[config.mk]
export PLATFORM = sky130hd
export DESIGN_NAME = wo_coherence_ctrl
export DESIGN_NICKNAME = d
export VERILOG_FILES = /design/src/rtl/wo_pkg.sv /design/src/rtl/wo_line_store.sv /design/src/rtl/wo_snoop_unit.sv /design/src/rtl/wo_ctrl_fsm.sv /design/src/rtl/wo_coherence_ctrl.sv
export SDC_FILE = /design/constraint.sdc
export NUM_CORES = 1
export LEC_CHECK = 0
export CELL_PAD_IN_SITES_DETAIL_PLACEMENT = 0
export CELL_PAD_IN_SITES_GLOBAL_PLACEMENT = 2
export CORE_MARGIN = 2
export CORE_UTILIZATION = 37
export CTS_CLUSTER_DIAMETER = 100
export DETAILED_ROUTE_END_ITERATION = 7
export MAX_ROUTING_LAYER = met4
export PLACE_DENSITY = 0.9
export SETUP_SLACK_MARGIN = 0.4
export SLEW_MARGIN = 10
export SYNTH_ARGS = -nofsm -noshare
export SYNTH_HDL_FRONTEND = slang
export SYNTH_SLANG_ARGS = --single-unit
[constraint.sdc]
create_clock -name clk -period 4.7 [get_ports clk]
set_input_delay 0.94 -clock clk [delete_from_list [all_inputs] [get_ports clk]]
set_output_delay 0.94 -clock clk [all_outputs]
set_load 0.1 [all_outputs]
[src/rtl/wo_pkg.sv]
package wo_pkg;
  typedef enum logic [1:0] {
    LS_INV = 2'b00,
    LS_VAL = 2'b01,
    LS_RSV = 2'b10,
    LS_DRT = 2'b11
  } line_st_e;

  typedef enum logic [1:0] {
    BC_NONE  = 2'b00,
    BC_READ  = 2'b01,
    BC_WTHRU = 2'b10,
    BC_WBACK = 2'b11
  } bus_cmd_e;

  typedef enum logic [1:0] {
    F_IDLE   = 2'b00,
    F_DECIDE = 2'b01,
    F_BUS    = 2'b10,
    F_RESP   = 2'b11
  } fsm_st_e;
endpackage

[src/rtl/wo_line_store.sv]
module wo_line_store
  import wo_pkg::*;
#(
  parameter int IDX_W  = 2,
  parameter int TAG_W  = 6,
  parameter int DATA_W = 16
) (
  input  logic              clk,
  input  logic              rst_n,
  input  logic [IDX_W-1:0]  a_idx,
  output logic [TAG_W-1:0]  a_tag,
  output line_st_e          a_st,
  output logic [DATA_W-1:0] a_data,
  input  logic [IDX_W-1:0]  b_idx,
  output logic [TAG_W-1:0]  b_tag,
  output line_st_e          b_st,
  output logic [DATA_W-1:0] b_data,
  input  logic              wr_en,
  input  logic [IDX_W-1:0]  wr_idx,
  input  logic [TAG_W-1:0]  wr_tag,
  input  line_st_e          wr_st,
  input  logic [DATA_W-1:0] wr_data,
  input  logic              sn_en,
  input  logic [IDX_W-1:0]  sn_idx,
  input  line_st_e          sn_st
);
  localparam int LINES = 1 << IDX_W;

  logic [TAG_W-1:0]  tag_q [LINES];
  line_st_e          st_q  [LINES];
  logic [DATA_W-1:0] dat_q [LINES];

  // Core updates win over snoop updates; the core never writes the
  // index a snoop is touching in the same cycle.
  always_ff @(posedge clk or negedge rst_n) begin
    if (!rst_n) begin
      for (int i = 0; i < LINES; i++) begin
        tag_q[i] <= '0;
        st_q[i]  <= LS_INV;
        dat_q[i] <= '0;
      end
    end else begin
      for (int i = 0; i < LINES; i++) begin
        if (wr_en && wr_idx == IDX_W'(i)) begin
          tag_q[i] <= wr_tag;
          st_q[i]  <= wr_st;
          dat_q[i] <= wr_data;
        end else if (sn_en && sn_idx == IDX_W'(i)) begin
          st_q[i] <= sn_st;
        end
      end
    end
  end

  assign a_tag  = tag_q[a_idx];
  assign a_st   = st_q[a_idx];
  assign a_data = dat_q[a_idx];
  assign b_tag  = tag_q[b_idx];
  assign b_st   = st_q[b_idx];
  assign b_data = dat_q[b_idx];
endmodule

[src/rtl/wo_snoop_unit.sv]
module wo_snoop_unit
  import wo_pkg::*;
#(
  parameter int ADDR_W = 8,
  parameter int IDX_W  = 2,
  parameter int DATA_W = 16,
  localparam int TAG_W = ADDR_W - IDX_W
) (
  input  logic              snp_valid,
  input  logic [1:0]        snp_cmd,
  input  logic [ADDR_W-1:0] snp_addr,
  output logic [IDX_W-1:0]  b_idx,
  input  logic [TAG_W-1:0]  b_tag,
  input  line_st_e          b_st,
  input  logic [DATA_W-1:0] b_data,
  output logic              snp_hit,
  output logic              snp_wb_pend,
  output logic [DATA_W-1:0] snp_wb_data,
  output logic              sn_en,
  output logic [IDX_W-1:0]  sn_idx,
  output line_st_e          sn_st
);
  logic held;

  assign b_idx  = snp_addr[IDX_W-1:0];
  assign sn_idx = snp_addr[IDX_W-1:0];
  assign held   = (b_st != LS_INV) && (b_tag == snp_addr[ADDR_W-1:IDX_W]);

  always_comb begin
    snp_hit     = snp_valid && held;
    snp_wb_pend = 1'b0;
    sn_en       = 1'b0;
    sn_st       = b_st;
    if (snp_hit) begin
      unique case (bus_cmd_e'(snp_cmd))
        BC_READ: begin
          if (b_st == LS_DRT || b_st == LS_RSV) begin
            sn_en = 1'b1;
            sn_st = LS_VAL;
          end
          snp_wb_pend = (b_st == LS_DRT);
        end
        BC_WTHRU, BC_WBACK: begin
          sn_en = 1'b1;
          sn_st = LS_INV;
        end
        default: ;
      endcase
    end
  end

  assign snp_wb_data = snp_wb_pend ? b_data : '0;
endmodule

[src/rtl/wo_ctrl_fsm.sv]
module wo_ctrl_fsm
  import wo_pkg::*;
#(
  parameter int ADDR_W = 8,
  parameter int IDX_W  = 2,
  parameter int DATA_W = 16,
  localparam int TAG_W = ADDR_W - IDX_W
) (
  input  logic              clk,
  input  logic              rst_n,
  input  logic              cpu_req_valid,
  output logic              cpu_req_ready,
  input  logic              cpu_req_write,
  input  logic [ADDR_W-1:0] cpu_req_addr,
  input  logic [DATA_W-1:0] cpu_req_wdata,
  output logic              cpu_rsp_valid,
  input  logic              cpu_rsp_ready,
  output logic [DATA_W-1:0] cpu_rsp_rdata,
  output logic              bus_req,
  input  logic              bus_gnt,
  output logic [1:0]        bus_cmd,
  output logic [ADDR_W-1:0] bus_addr,
  output logic [DATA_W-1:0] bus_wdata,
  input  logic [DATA_W-1:0] bus_rdata,
  input  logic              bus_ack,
  input  logic              snp_valid,
  input  logic [IDX_W-1:0]  snp_idx,
  output logic [IDX_W-1:0]  a_idx,
  input  logic [TAG_W-1:0]  a_tag,
  input  line_st_e          a_st,
  input  logic [DATA_W-1:0] a_data,
  output logic              wr_en,
  output logic [IDX_W-1:0]  wr_idx,
  output logic [TAG_W-1:0]  wr_tag,
  output line_st_e          wr_st,
  output logic [DATA_W-1:0] wr_data
);
  fsm_st_e           fst, fst_d;
  logic              op_wr;
  logic [ADDR_W-1:0] op_addr;
  logic [DATA_W-1:0] op_wdata;
  logic [DATA_W-1:0] rsp_q, rsp_d;
  logic              rsp_ld;
  bus_cmd_e          cmd_q, cmd_d;
  logic [ADDR_W-1:0] baddr_q, baddr_d;
  logic [DATA_W-1:0] bdata_q, bdata_d;
  logic              cmd_ld;

  logic [IDX_W-1:0]  idx;
  logic [TAG_W-1:0]  tag;
  logic              hit, clash, xfer_done;

  assign idx       = op_addr[IDX_W-1:0];
  assign tag       = op_addr[ADDR_W-1:IDX_W];
  assign a_idx     = idx;
  assign wr_idx    = idx;
  assign hit       = (a_st != LS_INV) && (a_tag == tag);
  assign clash     = snp_valid && (snp_idx == idx);
  assign xfer_done = bus_gnt && bus_ack;

  always_comb begin
    fst_d   = fst;
    wr_en   = 1'b0;
    wr_tag  = a_tag;
    wr_st   = a_st;
    wr_data = a_data;
    rsp_ld  = 1'b0;
    rsp_d   = a_data;
    cmd_ld  = 1'b0;
    cmd_d   = BC_READ;
    baddr_d = op_addr;
    bdata_d = op_wdata;
    unique case (fst)
      F_IDLE: if (cpu_req_valid) fst_d = F_DECIDE;
      F_DECIDE: begin
        // A snoop touching this index wins the cycle; decide next cycle.
        if (!clash) begin
          if (hit && !op_wr) begin
            rsp_ld = 1'b1;
            fst_d  = F_RESP;
          end else if (hit && (a_st == LS_DRT || a_st == LS_RSV)) begin
            wr_en   = 1'b1;
            wr_st   = LS_DRT;
            wr_data = op_wdata;
            rsp_ld  = 1'b1;
            rsp_d   = op_wdata;
            fst_d   = F_RESP;
          end else if (hit) begin
            cmd_ld = 1'b1;
            cmd_d  = BC_WTHRU;
            fst_d  = F_BUS;
          end else if (a_st == LS_DRT) begin
            cmd_ld  = 1'b1;
            cmd_d   = BC_WBACK;
            baddr_d = {a_tag, idx};
            bdata_d = a_data;
            fst_d   = F_BUS;
          end else begin
            cmd_ld  = 1'b1;
            cmd_d   = BC_READ;
            bdata_d = '0;
            fst_d   = F_BUS;
          end
        end
      end
      F_BUS: begin
        if (xfer_done) begin
          unique case (cmd_q)
            BC_READ: begin
              wr_en   = 1'b1;
              wr_tag  = tag;
              wr_st   = LS_VAL;
              wr_data = bus_rdata;
              fst_d   = F_DECIDE;
            end
            BC_WTHRU: begin
              wr_en   = 1'b1;
              wr_tag  = tag;
              wr_st   = LS_RSV;
              wr_data = op_wdata;
              rsp_ld  = 1'b1;
              rsp_d   = op_wdata;
              fst_d   = F_RESP;
            end
            default: begin
              wr_en = 1'b1;
              wr_st = LS_INV;
              fst_d = F_DECIDE;
            end
          endcase
        end
      end
      F_RESP: if (cpu_rsp_ready) fst_d = F_IDLE;
      default: fst_d = F_IDLE;
    endcase
  end

  always_ff @(posedge clk or negedge rst_n) begin
    if (!rst_n) begin
      fst      <= F_IDLE;
      op_wr    <= 1'b0;
      op_addr  <= '0;
      op_wdata <= '0;
      rsp_q    <= '0;
      cmd_q    <= BC_NONE;
      baddr_q  <= '0;
      bdata_q  <= '0;
    end else begin
      fst <= fst_d;
      if (fst == F_IDLE && cpu_req_valid) begin
        op_wr    <= cpu_req_write;
        op_addr  <= cpu_req_addr;
        op_wdata <= cpu_req_wdata;
      end
      if (rsp_ld) rsp_q <= rsp_d;
      if (cmd_ld) begin
        cmd_q   <= cmd_d;
        baddr_q <= baddr_d;
        bdata_q <= bdata_d;
      end
    end
  end

  assign cpu_req_ready = (fst == F_IDLE);
  assign cpu_rsp_valid = (fst == F_RESP);
  assign cpu_rsp_rdata = rsp_q;
  assign bus_req       = (fst == F_BUS);
  assign bus_cmd       = (bus_req && bus_gnt) ? cmd_q : BC_NONE;
  assign bus_addr      = baddr_q;
  assign bus_wdata     = bdata_q;
endmodule

[src/rtl/wo_coherence_ctrl.sv]
module wo_coherence_ctrl
  import wo_pkg::*;
#(
  parameter int ADDR_W = 8,
  parameter int DATA_W = 16,
  parameter int IDX_W  = 2
) (
  input  logic              clk,
  input  logic              rst_n,
  input  logic              cpu_req_valid,
  output logic              cpu_req_ready,
  input  logic              cpu_req_write,
  input  logic [ADDR_W-1:0] cpu_req_addr,
  input  logic [DATA_W-1:0] cpu_req_wdata,
  output logic              cpu_rsp_valid,
  input  logic              cpu_rsp_ready,
  output logic [DATA_W-1:0] cpu_rsp_rdata,
  output logic              bus_req,
  input  logic              bus_gnt,
  output logic [1:0]        bus_cmd,
  output logic [ADDR_W-1:0] bus_addr,
  output logic [DATA_W-1:0] bus_wdata,
  input  logic [DATA_W-1:0] bus_rdata,
  input  logic              bus_ack,
  input  logic              snp_valid,
  input  logic [1:0]        snp_cmd,
  input  logic [ADDR_W-1:0] snp_addr,
  output logic              snp_hit,
  output logic              snp_wb_pend,
  output logic [DATA_W-1:0] snp_wb_data
);
  localparam int TAG_W = ADDR_W - IDX_W;

  logic [IDX_W-1:0]  a_idx, b_idx, wr_idx, sn_idx;
  logic [TAG_W-1:0]  a_tag, b_tag, wr_tag;
  line_st_e          a_st, b_st, wr_st, sn_st;
  logic [DATA_W-1:0] a_data, b_data, wr_data;
  logic              wr_en, sn_en;

  wo_line_store #(.IDX_W(IDX_W), .TAG_W(TAG_W), .DATA_W(DATA_W)) u_store (
    .clk(clk), .rst_n(rst_n),
    .a_idx(a_idx), .a_tag(a_tag), .a_st(a_st), .a_data(a_data),
    .b_idx(b_idx), .b_tag(b_tag), .b_st(b_st), .b_data(b_data),
    .wr_en(wr_en), .wr_idx(wr_idx), .wr_tag(wr_tag), .wr_st(wr_st), .wr_data(wr_data),
    .sn_en(sn_en), .sn_idx(sn_idx), .sn_st(sn_st)
  );

  wo_snoop_unit #(.ADDR_W(ADDR_W), .IDX_W(IDX_W), .DATA_W(DATA_W)) u_snoop (
    .snp_valid(snp_valid), .snp_cmd(snp_cmd), .snp_addr(snp_addr),
    .b_idx(b_idx), .b_tag(b_tag), .b_st(b_st), .b_data(b_data),
    .snp_hit(snp_hit), .snp_wb_pend(snp_wb_pend), .snp_wb_data(snp_wb_data),
    .sn_en(sn_en), .sn_idx(sn_idx), .sn_st(sn_st)
  );

  wo_ctrl_fsm #(.ADDR_W(ADDR_W), .IDX_W(IDX_W), .DATA_W(DATA_W)) u_fsm (
    .clk(clk), .rst_n(rst_n),
    .cpu_req_valid(cpu_req_valid), .cpu_req_ready(cpu_req_ready),
    .cpu_req_write(cpu_req_write), .cpu_req_addr(cpu_req_addr),
    .cpu_req_wdata(cpu_req_wdata),
    .cpu_rsp_valid(cpu_rsp_valid), .cpu_rsp_ready(cpu_rsp_ready),
    .cpu_rsp_rdata(cpu_rsp_rdata),
    .bus_req(bus_req), .bus_gnt(bus_gnt), .bus_cmd(bus_cmd),
    .bus_addr(bus_addr), .bus_wdata(bus_wdata), .bus_rdata(bus_rdata),
    .bus_ack(bus_ack),
    .snp_valid(snp_valid), .snp_idx(snp_addr[IDX_W-1:0]),
    .a_idx(a_idx), .a_tag(a_tag), .a_st(a_st), .a_data(a_data),
    .wr_en(wr_en), .wr_idx(wr_idx), .wr_tag(wr_tag), .wr_st(wr_st),
    .wr_data(wr_data)
  );
endmodule

==> impl_results.md, run 1 <==
- Final core occ: 46.91%
- Sw Ratio: 44.78%
- Clock Pin Slew Worst Setup and Hold Paths: 0.07 ns
- Minimum clock period: 4.122 ns
- DR vias: 7430
- Type of the worst setup path: primary input to output port
- Mux contribution to synthesized area: 27.56%
- DIE WIDTH: 165.9 um
- Ant. Diodes: 0
- Initial Util: 37.44%
- Post-synthesis adder-cell area fraction: 0.7738%
- NumNets Final: 1030
- Status: finished clean
- Core area: 25910 um^2
- Initial antenna violation count: 0
- Area leader, netlist: dfrtp_1
- Cell Area, Synth: 9702 um^2
- Antenna-violating nets left: 0
- Slew @ Worst Pin: 1.058 ns
- HP Class: register to register
- Hpwl dp: 19.28 mm
- Largest family of logic cells by synthesized area: multiplexers
- Synthesis warning total: 0
- Cell-internal power: 4.216 mW
- Drt total wl: 27.13 mm
- GP Congestion: 0.8355
- EDFF count, synth: 0
- Max Freq: 242.6 MHz
- I/O Buffers: 120
- WP data required: 3.76 ns
- DR WL/cell: 20.65 um
- Synth area leaders: dfrtp_1 43%, mux4_2 11%, mux2_2 8.2%, mux2i_1 7.9%, nand2_1 2.3%
- Setup crit start kind: primary input
- Vias/cell: 5.654
- Max Cap Violations: 0
- XOR/XNOR Fraction of Synth Area: 1.238%
- Clk_lat worst skew: 0.43 ns
- WP data arrival: 3.18 ns
- Sink Count: 165
- # IOs: 121
- Critical path endpoint category: output port
- Total setup buffers inserted after CTS: 0
- Seq/Total Area, Yosys: 42.56%
- Pwr Density: 628.0 nW/um^2
- Cts bufs inserted: 17
- Final hold viol count: 0
- Normalized max-slew margin: 29.11%
- Die H: 165.9 um
- Critical Path Max Stage Delay: 0.54 ns
- R2R Setup Slk: 1.11 ns
- GRT Util Overall: 20.46%
- Worst-path maximum fanout: 21
- Yosys top cell area share: 42.56%
- Area delta synth->final: 25.29%
- Vias in the first global route: 7376
- Largest net degree at the start of global routing: 102
- Share of layout cells above drive strength 1: 24.31%
- Setup violators final: 0
- Syn avg cell area: 11.28 um^2
- Tcrit/Tclk final: 87.71%
- Post-Route Setup TNS: 0 ns
- H-Tree Depth: 4
- Top_reg_cell synth: dfrtp_1
- Crit-path slowest cell: mux4_2
- Peak VDD IR: 0.0002839 V
- Leakage: 5.378 nW
- Rows: 59
- Compound-Gate Fraction of Synth Area: 13.75%
- CP Cell Sequence: clkbuf_4 -> mux4_2 -> xor2_1 -> nor4_1 -> and4_1 -> buf_4 -> and3_2 -> buf_12
- CTS root buffer: clkbuf_16
- CTS tree: done
- Final Max Slew Viols: 0
- Yosys cell types: 58
- CTS max path bufs: 2
- Sw Pwr: 3.419 mW
- Flip-flop and latch count after synthesis: 165
- Clock group share of total power: 20.8%
- Combinational power share: 49.5%
- Clock skew: 0.01341 ns
- Sequential Power Share: 29.7%
- GRT overflow: 0
- Most frequent cells in the layout: 164 x dfrtp_1, 97 x clkdlybuf4s50_1, 77 x mux2i_1, 71 x mux2_2, 59 x nand2_1
- Unrepaired setup endpoints after global routing: false
- Global-route wire length before repair: 43.42 mm
- Simple-gate share of the synthesized area: 8.783%
- Pre-antenna DRT Iters: 5
- Commonest non-fill, non-tap cell in the layout: dfrtp_1
- Syn Inst Count: 860
- DR iter-0 viols: 732
- FFs w/ async S/R, synth: 100.0%
- Die area: 27530 um^2
- Post-synth net total: 924
- Remaining DRCs: 0
[metrics by stage]
stage / cells / area [um^2] / worst slack (ns) / power [mW] / hold WS, ns
floorplan: 860 / 9752 / 0.3173 / 4.938 / 0.4697
global placement: 1282 / 11490 / 0.2151 / 5.966 / 0.4620
detailed placement: 1282 / 11490 / 0.2054 / 6.025 / 0.4688
CTS: 1314 / 12160 / 0.4527 / 7.631 / 0.4828
global route: 1314 / 12160 / 0.4636 / 8.061 / 0.5006
finish: 1314 / 12160 / 0.5776 / 7.634 / 0.4745
[routing by layer]
| metal | wire length [um] | part of all wire, % | GRT usage [%] |
|---|---|---|---|
| met1 | 12800 | 47 | 28.89 |
| met2 | 12880 | 47 | 31.35 |
| met3 | 1138 | 4.2 | 2.765 |
| met4 | 304 | 1.1 | 5.142 |
| met5 | 0 | 0 | - |
[cell type report]
class | instances | area (um^2)
clock inverters | 11 | 193.9
flip-flops and latches | 165 | 4130
repair buffers | 153 | 1630
clock buffers | 21 | 470.5
inverters | 55 | 210.2
well taps | 335 | 419.2
fillers | 2300 | 13760
multi-input cells | 574 | 5101
[flip-flops by register name, indices dropped and copies added (netlist names)]
signal               cells
u_fsm.cpu_rsp_rdata     16
u_fsm.fst                2
u_fsm.op_wr              1
u_store.tag_q           24
u_fsm.bus_wdata         16
u_store.dat_q           64
u_fsm.bus_addr           8
u_store.st_q             8
u_fsm.op_addr            8
u_fsm.cmd_q              2
u_fsm.op_wdata          16
[final timing paths]
check / from / to / cells past startpoint
max: snp_addr[0] / snp_wb_data[14] / 8
min: u_fsm.bus_wdata[11] / u_fsm.bus_wdata[11] / 2
max reg2reg: u_fsm.op_addr[0] / u_store.dat_q[1] / 8
min reg2reg: u_fsm.bus_wdata[11] / u_fsm.bus_wdata[11] / 2
max in group asynchronous: rst_n / u_fsm.cpu_rsp_rdata[9] / 2
min in group asynchronous: rst_n / u_store.tag_q[0] / 1
[cells by family (layout without fill, tap and decap cells)]
group,Yosys count,count (layout)
xor+xnor,12,12
mux,200,200
simple gates,173,173
fa+ha+maj,6,6
buf+inv,121,240
flops,165,165
compound gates,183,183
[Yosys cell counts (all sizes together), types with 23 or more instances]
library cell / count
nor2: 45
mux4: 46
mux2i: 77
clkbuf: 36
dfrtp: 165
and3: 34
a21oi: 40
o21ai: 27
inv: 55
mux2: 77
a22oi: 23
nand2: 59
buf: 30
[timing repair]
item | 4_1_cts | 5_1_grt
gates resized for setup | 1 | 3
setup endpoints to repair | 17 | 16
hold buffers | 0 | 0
gates cloned | 0 | 0
[worst max-delay path, delay by kind of cell]
family / cells / cell delay (ns)
xor+xnor: 1 / 0.16
buf+inv: 3 / 0.67
mux: 1 / 0.54
simple gates: 3 / 0.86
[power by group through the flow]
stage	registers (mW)	clock network, mW	logic, mW
after floorplan	2.62	0	2.32
after global placement	2.26	0	3.71
after detailed placement	2.28	0	3.74
after CTS	2.26	1.61	3.76
after global routing	2.33	1.67	4.06
final	2.27	1.59	3.78
No activity file was read; power rests on OpenSTA's default activity.
==> run 2: changes to the inputs <==
--- a/config.mk
+++ b/config.mk
@@ -8,11 +8,11 @@
 export CELL_PAD_IN_SITES_DETAIL_PLACEMENT = 0
 export CELL_PAD_IN_SITES_GLOBAL_PLACEMENT = 2
 export CORE_MARGIN = 2
-export CORE_UTILIZATION = 37
+export CORE_UTILIZATION = 30
 export CTS_CLUSTER_DIAMETER = 100
 export DETAILED_ROUTE_END_ITERATION = 7
 export MAX_ROUTING_LAYER = met4
-export PLACE_DENSITY = 0.9
+export PLACE_DENSITY_LB_ADDON = 0.3
 export SETUP_SLACK_MARGIN = 0.4
 export SLEW_MARGIN = 10
 export SYNTH_ARGS = -nofsm -noshare
==> impl_results.md, run 2 (synthesis results as in run 1) <==
- Status: finished clean (unchanged)
- CTS root buffer: clkbuf_16 (unchanged)
- Pwr Density: 617.2 nW/um^2 (was 628.0 nW/um^2)
- Slew @ Worst Pin: 1.068 ns (was 1.058 ns)
- Pre-antenna DRT Iters: 5 (unchanged)
- DR vias: 7377 (was 7430)
- Hpwl dp: 20.67 mm (was 19.28 mm)
- Max Freq: 240.6 MHz (was 242.6 MHz)
- WP data arrival: 3.22 ns (was 3.18 ns)
- Minimum clock period: 4.156 ns (was 4.122 ns)
- NumNets Final: 1033 (was 1030)
- Largest regs: u_store.dat_q x64, u_store.tag_q x24 (unchanged)
- Vias/cell: 5.334 (was 5.654)
- Largest net degree at the start of global routing: 71 (was 102)
- GRT overflow: 0 (unchanged)
- Sw Ratio: 46.07% (was 44.78%)
- Clock group share of total power: 18.7% (was 20.8%)
- Top cell by count, worst path: buf_12
- Clock skew: 0.02102 ns (was 0.01341 ns)
- Initial Util: 30.59% (was 37.44%)
- CP Cell Sequence: clkdlybuf4s15_1 -> buf_12 -> mux4_2 -> xor2_1 -> nor4_2 -> buf_4 -> and4_1 -> buf_12 -> and3_2 -> buf_12 (was clkbuf_4 -> mux4_2 -> xor2_1 -> nor4_1 -> and4_1 -> buf_4 -> and3_2 -> buf_12)
- Ant. Diodes: 0 (unchanged)
- Critical path endpoint category: output port (unchanged)
- Fillers: 3086 (was 2300)
- Cell-internal power: 4.077 mW (was 4.216 mW)
- Area delta synth->final: 26.23% (was 25.29%)
- # IOs: 121 (unchanged)
- Setup crit start kind: primary input (unchanged)
- H-Tree Depth: 4 (unchanged)
- Unrepaired setup endpoints after global routing: false (unchanged)
- Dpl ws: 0.2567 ns (was 0.2054 ns)
- Clk_lat worst skew: 0.45 ns (was 0.43 ns)
- CTS max path bufs: 2 (unchanged)
- Met3 WL: 1.509 mm (was 1.138 mm)
- Max Cap Violations: 0 (unchanged)
- Final hold viol count: 0 (unchanged)
- Vias in the first global route: 7398 (was 7376)
- Final Max Slew Viols: 0 (unchanged)
- Final core occ: 38.61% (was 46.91%)
- I/O Buffers: 120 (unchanged)
- Critical Path Max Stage Delay: 0.32 ns (was 0.54 ns)
- Antenna-violating nets left: 0 (unchanged)
- Area after DPL: 11630 um^2 (was 11490 um^2)
- Rows: 65 (was 59)
- Peak VDD IR: 0.0003364 V (was 0.0002839 V)
- Commonest non-fill, non-tap cell in the layout: dfrtp_1 (unchanged)
- DIE WIDTH: 183.8 um (was 165.9 um)
- Global-route wire length before repair: 45.60 mm (was 43.42 mm)
- Core area: 31720 um^2 (was 25910 um^2)
- GRT Util Overall: 18.39% (was 20.46%)
- Drt total wl: 29.27 mm (was 27.13 mm)
- Uppermost layer routed: met4 (unchanged)
- Worst-path maximum fanout: 21 (unchanged)
- Fin area: 12250 um^2 (was 12160 um^2)
- Die H: 183.8 um (was 165.9 um)
- Remaining DRCs: 0 (unchanged)
- Clock Pin Slew Worst Setup and Hold Paths: 0.06 ns (was 0.07 ns)
- Cts bufs inserted: 17 (unchanged)
- Most frequent cells in the layout: 164 x dfrtp_1, 97 x clkdlybuf4s50_1, 77 x mux2i_1, 71 x mux2_2, 59 x nand2_1 (unchanged)
- GP Congestion: 0.8056 (was 0.8355)
- Tcrit/Tclk final: 88.43% (was 87.71%)
- DR WL/cell: 21.16 um (was 20.65 um)
- Post-Route Setup TNS: 0 ns (unchanged)
- Sw Pwr: 3.482 mW (was 3.419 mW)
- Combinational power share: 51.3% (was 49.5%)
- Initial antenna violation count: 0 (unchanged)
- Max reg flops: 64 (unchanged)
- Setup violators final: 0 (unchanged)
- Total Power: 7.558 mW (was 7.634 mW)
- Sequential Power Share: 30.0% (was 29.7%)
- Biggest register: u_store.dat_q (unchanged)
- WP data required: 3.76 ns (about the same)
- Setup ws final: 0.5440 ns (was 0.5776 ns)
- Normalized max-slew margin: 28.41% (was 29.11%)
- HP Class: register to register (unchanged)
- Type of the worst setup path: primary input to output port (unchanged)
- Routed met1 length: 14.33 mm (was 12.80 mm)
- Share of layout cells above drive strength 1: 24.36% (was 24.31%)
- Leakage: 5.365 nW (was 5.378 nW)
- CTS tree: done (unchanged)
- DR iter-0 viols: 613 (was 732)
- Sink Count: 165 (unchanged)
- Crit-path slowest cell: mux4_2 (unchanged)
- WL met2: 13.15 mm (was 12.88 mm)
- Die area: 33790 um^2 (was 27530 um^2)
[run 2: layout make-up]
class	count	area [um^2]	area share, %
repair buffers	156	1720	14.05
inverters	55	210.2	1.716
well taps	402	503.0	4.107
clock buffers	20	446.7	3.647
multi-input cells	574	5107	41.70
clock inverters	11	128.9	1.052
flip-flops and latches	165	4130	33.73
[run 2: metal layers]
layer | vias to the layer above | track usage (%)
li1 | 3418 | -
met1 | 3726 | 26.73
met5 | - | -
met4 | 0 | 4.032
met3 | 18 | 2.853
met2 | 215 | 27.02
[run 2: worst max-delay path, delay by kind of cell]
family | cells | cell delay, ns
buffers and inverters | 5 | 1.04
and+or+nand+nor | 3 | 0.74
muxes | 1 | 0.32
xor gates and xnor gates | 1 | 0.17
[run 2: power by group through the flow]
stage / Clock, mW / Sequential, mW / Combinational [mW]
floorplan: 0 / 2.62 / 2.32
global placement: 0 / 2.28 / 3.84
detailed placement: 0 / 2.28 / 3.86
CTS: 1.45 / 2.26 / 3.88
global route: 1.51 / 2.34 / 4.18
finish: 1.41 / 2.27 / 3.87
[run 2: worst paths after layout]
path,from,end,slack (ns),cells past startpoint
hold reg to reg,u_fsm.bus_wdata[12],u_fsm.bus_wdata[12],0.48,2
max in group asynchronous,rst_n,u_store.dat_q[54],3.28,2
hold / removal,u_fsm.bus_wdata[12],u_fsm.bus_wdata[12],0.48,2
setup reg to reg,u_fsm.fst[1],u_store.dat_q[38],1.17,9
setup / recovery,snp_addr[1],snp_wb_data[14],0.54,10
min in group asynchronous,rst_n,u_store.tag_q[10],0.49,1
[run 2: what timing repair did]
item                                    CTS  global route
hold buffers                              0             0
buffers inserted                          0             0
endpoints found under the setup margin   17            17
gates resized for setup                   1             3
cloned                                    1             0
[run 2: per-stage QoR]
stage          hold slack [ns]  instances
2_1_floorplan           0.4697        860
3_3_place_gp            0.4642       1351
3_5_place_dp            0.4708       1351
4_1_cts                 0.4854       1383
5_1_grt                 0.5065       1383
6_report                0.4768       1383
==> run 3: changes to the inputs <==
--- a/config.mk
+++ b/config.mk
@@ -7,7 +7,7 @@
 export LEC_CHECK = 0
 export CELL_PAD_IN_SITES_DETAIL_PLACEMENT = 0
 export CELL_PAD_IN_SITES_GLOBAL_PLACEMENT = 2
-export CORE_MARGIN = 2
+export CORE_MARGIN = 10
 export CORE_UTILIZATION = 30
 export CTS_CLUSTER_DIAMETER = 100
 export DETAILED_ROUTE_END_ITERATION = 7
@@ -17,4 +17,5 @@
 export SLEW_MARGIN = 10
 export SYNTH_ARGS = -nofsm -noshare
 export SYNTH_HDL_FRONTEND = slang
+export SYNTH_HIERARCHICAL = 1
 export SYNTH_SLANG_ARGS = --single-unit
==> impl_results.md, run 3 <==
- Pre-antenna DRT Iters: 5 (unchanged)
- Initial antenna violation count: 0 (unchanged)
- Cell Area, Synth: 9653 um^2 (was 9702 um^2)
- Inst Count DP: 1292 (was 1351)
- DR WL/cell: 23.53 um (was 21.16 um)
- Hold_ws: 0.4819 ns (was 0.4768 ns)
- Total setup buffers inserted after CTS: 0 (unchanged)
- Most frequent cells in the layout: 164 x dfrtp_1, 124 x mux2_2, 97 x clkdlybuf4s50_1, 55 x mux2i_1, 48 x mux4_2 (was 164 x dfrtp_1, 97 x clkdlybuf4s50_1, 77 x mux2i_1, 71 x mux2_2, 59 x nand2_1)
- Post-synth net total: 875 (was 924)
- Die H: 199.4 um (was 183.8 um)
- Setup crit start kind: primary input (unchanged)
- Setup violators final: 0 (unchanged)
- Hpwl dp: 22.09 mm (was 20.67 mm)
- CTS max path bufs: 2 (unchanged)
- Critical Path Max Stage Delay: 0.56 ns (was 0.32 ns)
- Synth area leaders: dfrtp_1 43%, mux2_2 14%, mux4_2 11%, mux2i_1 5.7%, o221ai_1 2.6% (was dfrtp_1 43%, mux4_2 11%, mux2_2 8.2%, mux2i_1 7.9%, nand2_1 2.3%)
- Area after DPL: 11390 um^2 (was 11630 um^2)
- Vias in the first global route: 7085 (was 7398)
- Pwr Density: 482.9 nW/um^2 (was 617.2 nW/um^2)
- Max Cap Violations: 0 (unchanged)
- Clk_lat worst skew: 0.44 ns (was 0.45 ns)
- Setup ws final: 0.6487 ns (was 0.5440 ns)
- Total Power: 5.748 mW (was 7.558 mW)
- Yosys top cell area share: 42.77% (was 42.56%)
- Syn Inst Count: 811 (was 860)
- I/O Buffers: 120 (unchanged)
- Seq/Total Area, Yosys: 42.77% (was 42.56%)
- Tcrit/Tclk final: 86.20% (was 88.43%)
- HP Class: register to register (unchanged)
- Largest regs: u_store/dat_q x64, u_store/tag_q x24 (was u_store.dat_q x64, u_store.tag_q x24)
- Minimum clock period: 4.051 ns (was 4.156 ns)
- Post-Route Setup TNS: 0 ns (unchanged)
- DR iter-0 viols: 552 (was 613)
- Antenna-violating nets left: 0 (unchanged)
- Area delta synth->final: 23.31% (was 26.23%)
- Worst-path maximum fanout: 12 (was 21)
- Largest net degree at the start of global routing: 92 (was 71)
- Share of layout cells above drive strength 1: 30.58% (was 24.36%)
- Yosys cell types: 61 (was 58)
- GP Congestion: 0.8098 (was 0.8056)
- Synth top cells by count: 165 x dfrtp_1, 124 x mux2_2, 55 x mux2i_1 (was 165 x dfrtp_1, 77 x mux2i_1, 71 x mux2_2)
- Flip-flop and latch count after synthesis: 165 (unchanged)
- FFs w/ async S/R, synth: 100.0% (unchanged)
- EDFF count, synth: 0 (unchanged)
- Drt total wl: 31.08 mm (was 29.27 mm)
- Die area: 39750 um^2 (was 33790 um^2)
- GRT overflow: 0 (unchanged)
- Crit-path slowest cell: mux4_2 (unchanged)
- Clock Pin Slew Worst Setup and Hold Paths: 0.06 ns (about the same)
- Final Max Slew Viols: 0 (unchanged)
- Leakage: 5.135 nW (was 5.365 nW)
- DIE WIDTH: 199.4 um (was 183.8 um)
- Hold buffer count at CTS: 0 (unchanged)
- Rows: 65 (unchanged)
- Status: finished clean (unchanged)
- CP Cell Sequence: buf_2 -> mux4_2 -> nor2b_2 -> nor4_2 -> and4_1 -> buf_4 -> and2_2 -> buf_12 (was clkdlybuf4s15_1 -> buf_12 -> mux4_2 -> xor2_1 -> nor4_2 -> buf_4 -> and4_1 -> buf_12 -> and3_2 -> buf_12)
- Final hold viol count: 0 (unchanged)
- Ant. Diodes: 0 (unchanged)
- Critical path endpoint category: output port (unchanged)
- # IOs: 121 (unchanged)
- Syn avg cell area: 11.90 um^2 (was 11.28 um^2)
- Remaining DRCs: 0 (unchanged)
- Vias/cell: 5.229 (was 5.334)
- Initial Util: 30.51% (was 30.59%)
- NumNets Final: 973 (was 1033)
- Dpl ws: 0.4491 ns (was 0.2567 ns)
- DR vias: 6907 (was 7377)
- Sink Count: 165 (unchanged)
- Area leader, netlist: dfrtp_1 (unchanged)
- Layout Cells excl Fill: 1321 (was 1383)
- Commonest non-fill, non-tap cell in the layout: dfrtp_1 (unchanged)
- Fin area: 11900 um^2 (was 12250 um^2)
- CTS tree: done (unchanged)
- Top_reg_cell synth: dfrtp_1 (unchanged)
- Synthesis warning total: 6 (was 0)
- Max Freq: 246.8 MHz (was 240.6 MHz)
- Normalized max-slew margin: 23.30% (was 28.41%)
- GRT Util Overall: 16.26% (was 18.39%)
- Slew @ Worst Pin: 1.148 ns (was 1.068 ns)
- Global-route wire length before repair: 47.05 mm (was 45.60 mm)
- Cts bufs inserted: 17 (unchanged)
- Cell with the most instances after synthesis: dfrtp_1 (unchanged)
- WP data required: 3.76 ns (about the same)
- Biggest register: u_store/dat_q (was u_store.dat_q)
- H-Tree Depth: 4 (unchanged)
- Peak VDD IR: 0.0003552 V (was 0.0003364 V)
- Max reg flops: 64 (unchanged)
- Final core occ: 37.62% (was 38.61%)
- Clock skew: 0.01278 ns (was 0.02102 ns)
- Type of the worst setup path: primary input to output port (unchanged)
- CTS root buffer: clkbuf_16 (unchanged)
- Core area: 31640 um^2 (was 31720 um^2)
- Unrepaired setup endpoints after global routing: false (unchanged)
- WP data arrival: 3.11 ns (was 3.22 ns)
==> run 3: cell types whose count changed after synthesis, moves of 20 or more <==
cell,previous run,this run
o221ai_1,1,29
mux2i_1,77,55
mux2_2,71,124
nand2_1,59,39
inv_1,55,25
==> run 3: final timing paths <==
kind | slack [ns] | cells past startpoint | to | from
setup / recovery | 0.65 | 8 | snp_wb_data[15] | snp_addr[0]
hold / removal | 0.48 | 2 | u_fsm/bus_wdata[12] | u_fsm/bus_wdata[12]
setup reg to reg | 0.83 | 7 | u_fsm/cpu_rsp_rdata[10] | u_fsm/op_addr[0]
hold reg to reg | 0.48 | 2 | u_fsm/bus_wdata[12] | u_fsm/bus_wdata[12]
max in group asynchronous | 3.14 | 2 | u_store/dat_q[4] | rst_n
min in group asynchronous | 0.58 | 1 | u_fsm/op_addr[5] | rst_n
==> run 3: critical path: cells and delay by family <==
kind | cells | cell delay, ns
buf+inv | 3 | 0.67
simple gates | 4 | 0.93
mux | 1 | 0.56
==> run 3: cell families after synthesis <==
logic type / share of synthesized area (%)
xor+xnor: 1.180
compound gates: 9.371
buf+inv: 4.938
fa+ha+maj: 0.7777
simple gates: 9.475
mux: 31.48
flops: 42.77
==> run 3: power breakdown <==
| part | internal, mW | switching, mW | total [mW] |
|---|---|---|---|
| Sequential | 1.66 | 0.298 | 1.96 |
| Combinational | 0.824 | 1.69 | 2.52 |
| Clock | 0.678 | 0.594 | 1.27 |
| Total | 3.16 | 2.58 | 5.75 |
==> run 3: final cells by class <==
cell class / instances / area (um^2)
clock buffers: 20 / 446.7
well taps: 402 / 503.0
multi-input cells: 552 / 5064
repair buffers: 147 / 1603
clock inverters: 9 / 58.81
inverters: 26 / 97.59
fillers: 3085 / 19730
flip-flops and latches: 165 / 4130
==> run 3: metal layers <==
layer  vias to the layer above  share of wire, %  GRT usage [%]
met3                        27               3.4          2.506
met2                       163                45          23.71
met1                      3517                50          23.00
met4                         0               1.4          4.375
met5                         -                 0              -
li1                       3200                 -              -
==> run 3: what timing repair did <==
item                                   4_1_cts  5_1_grt
endpoints found under the hold margin        0        0
gates resized for setup                      0        1
setup endpoints to repair                    0       11
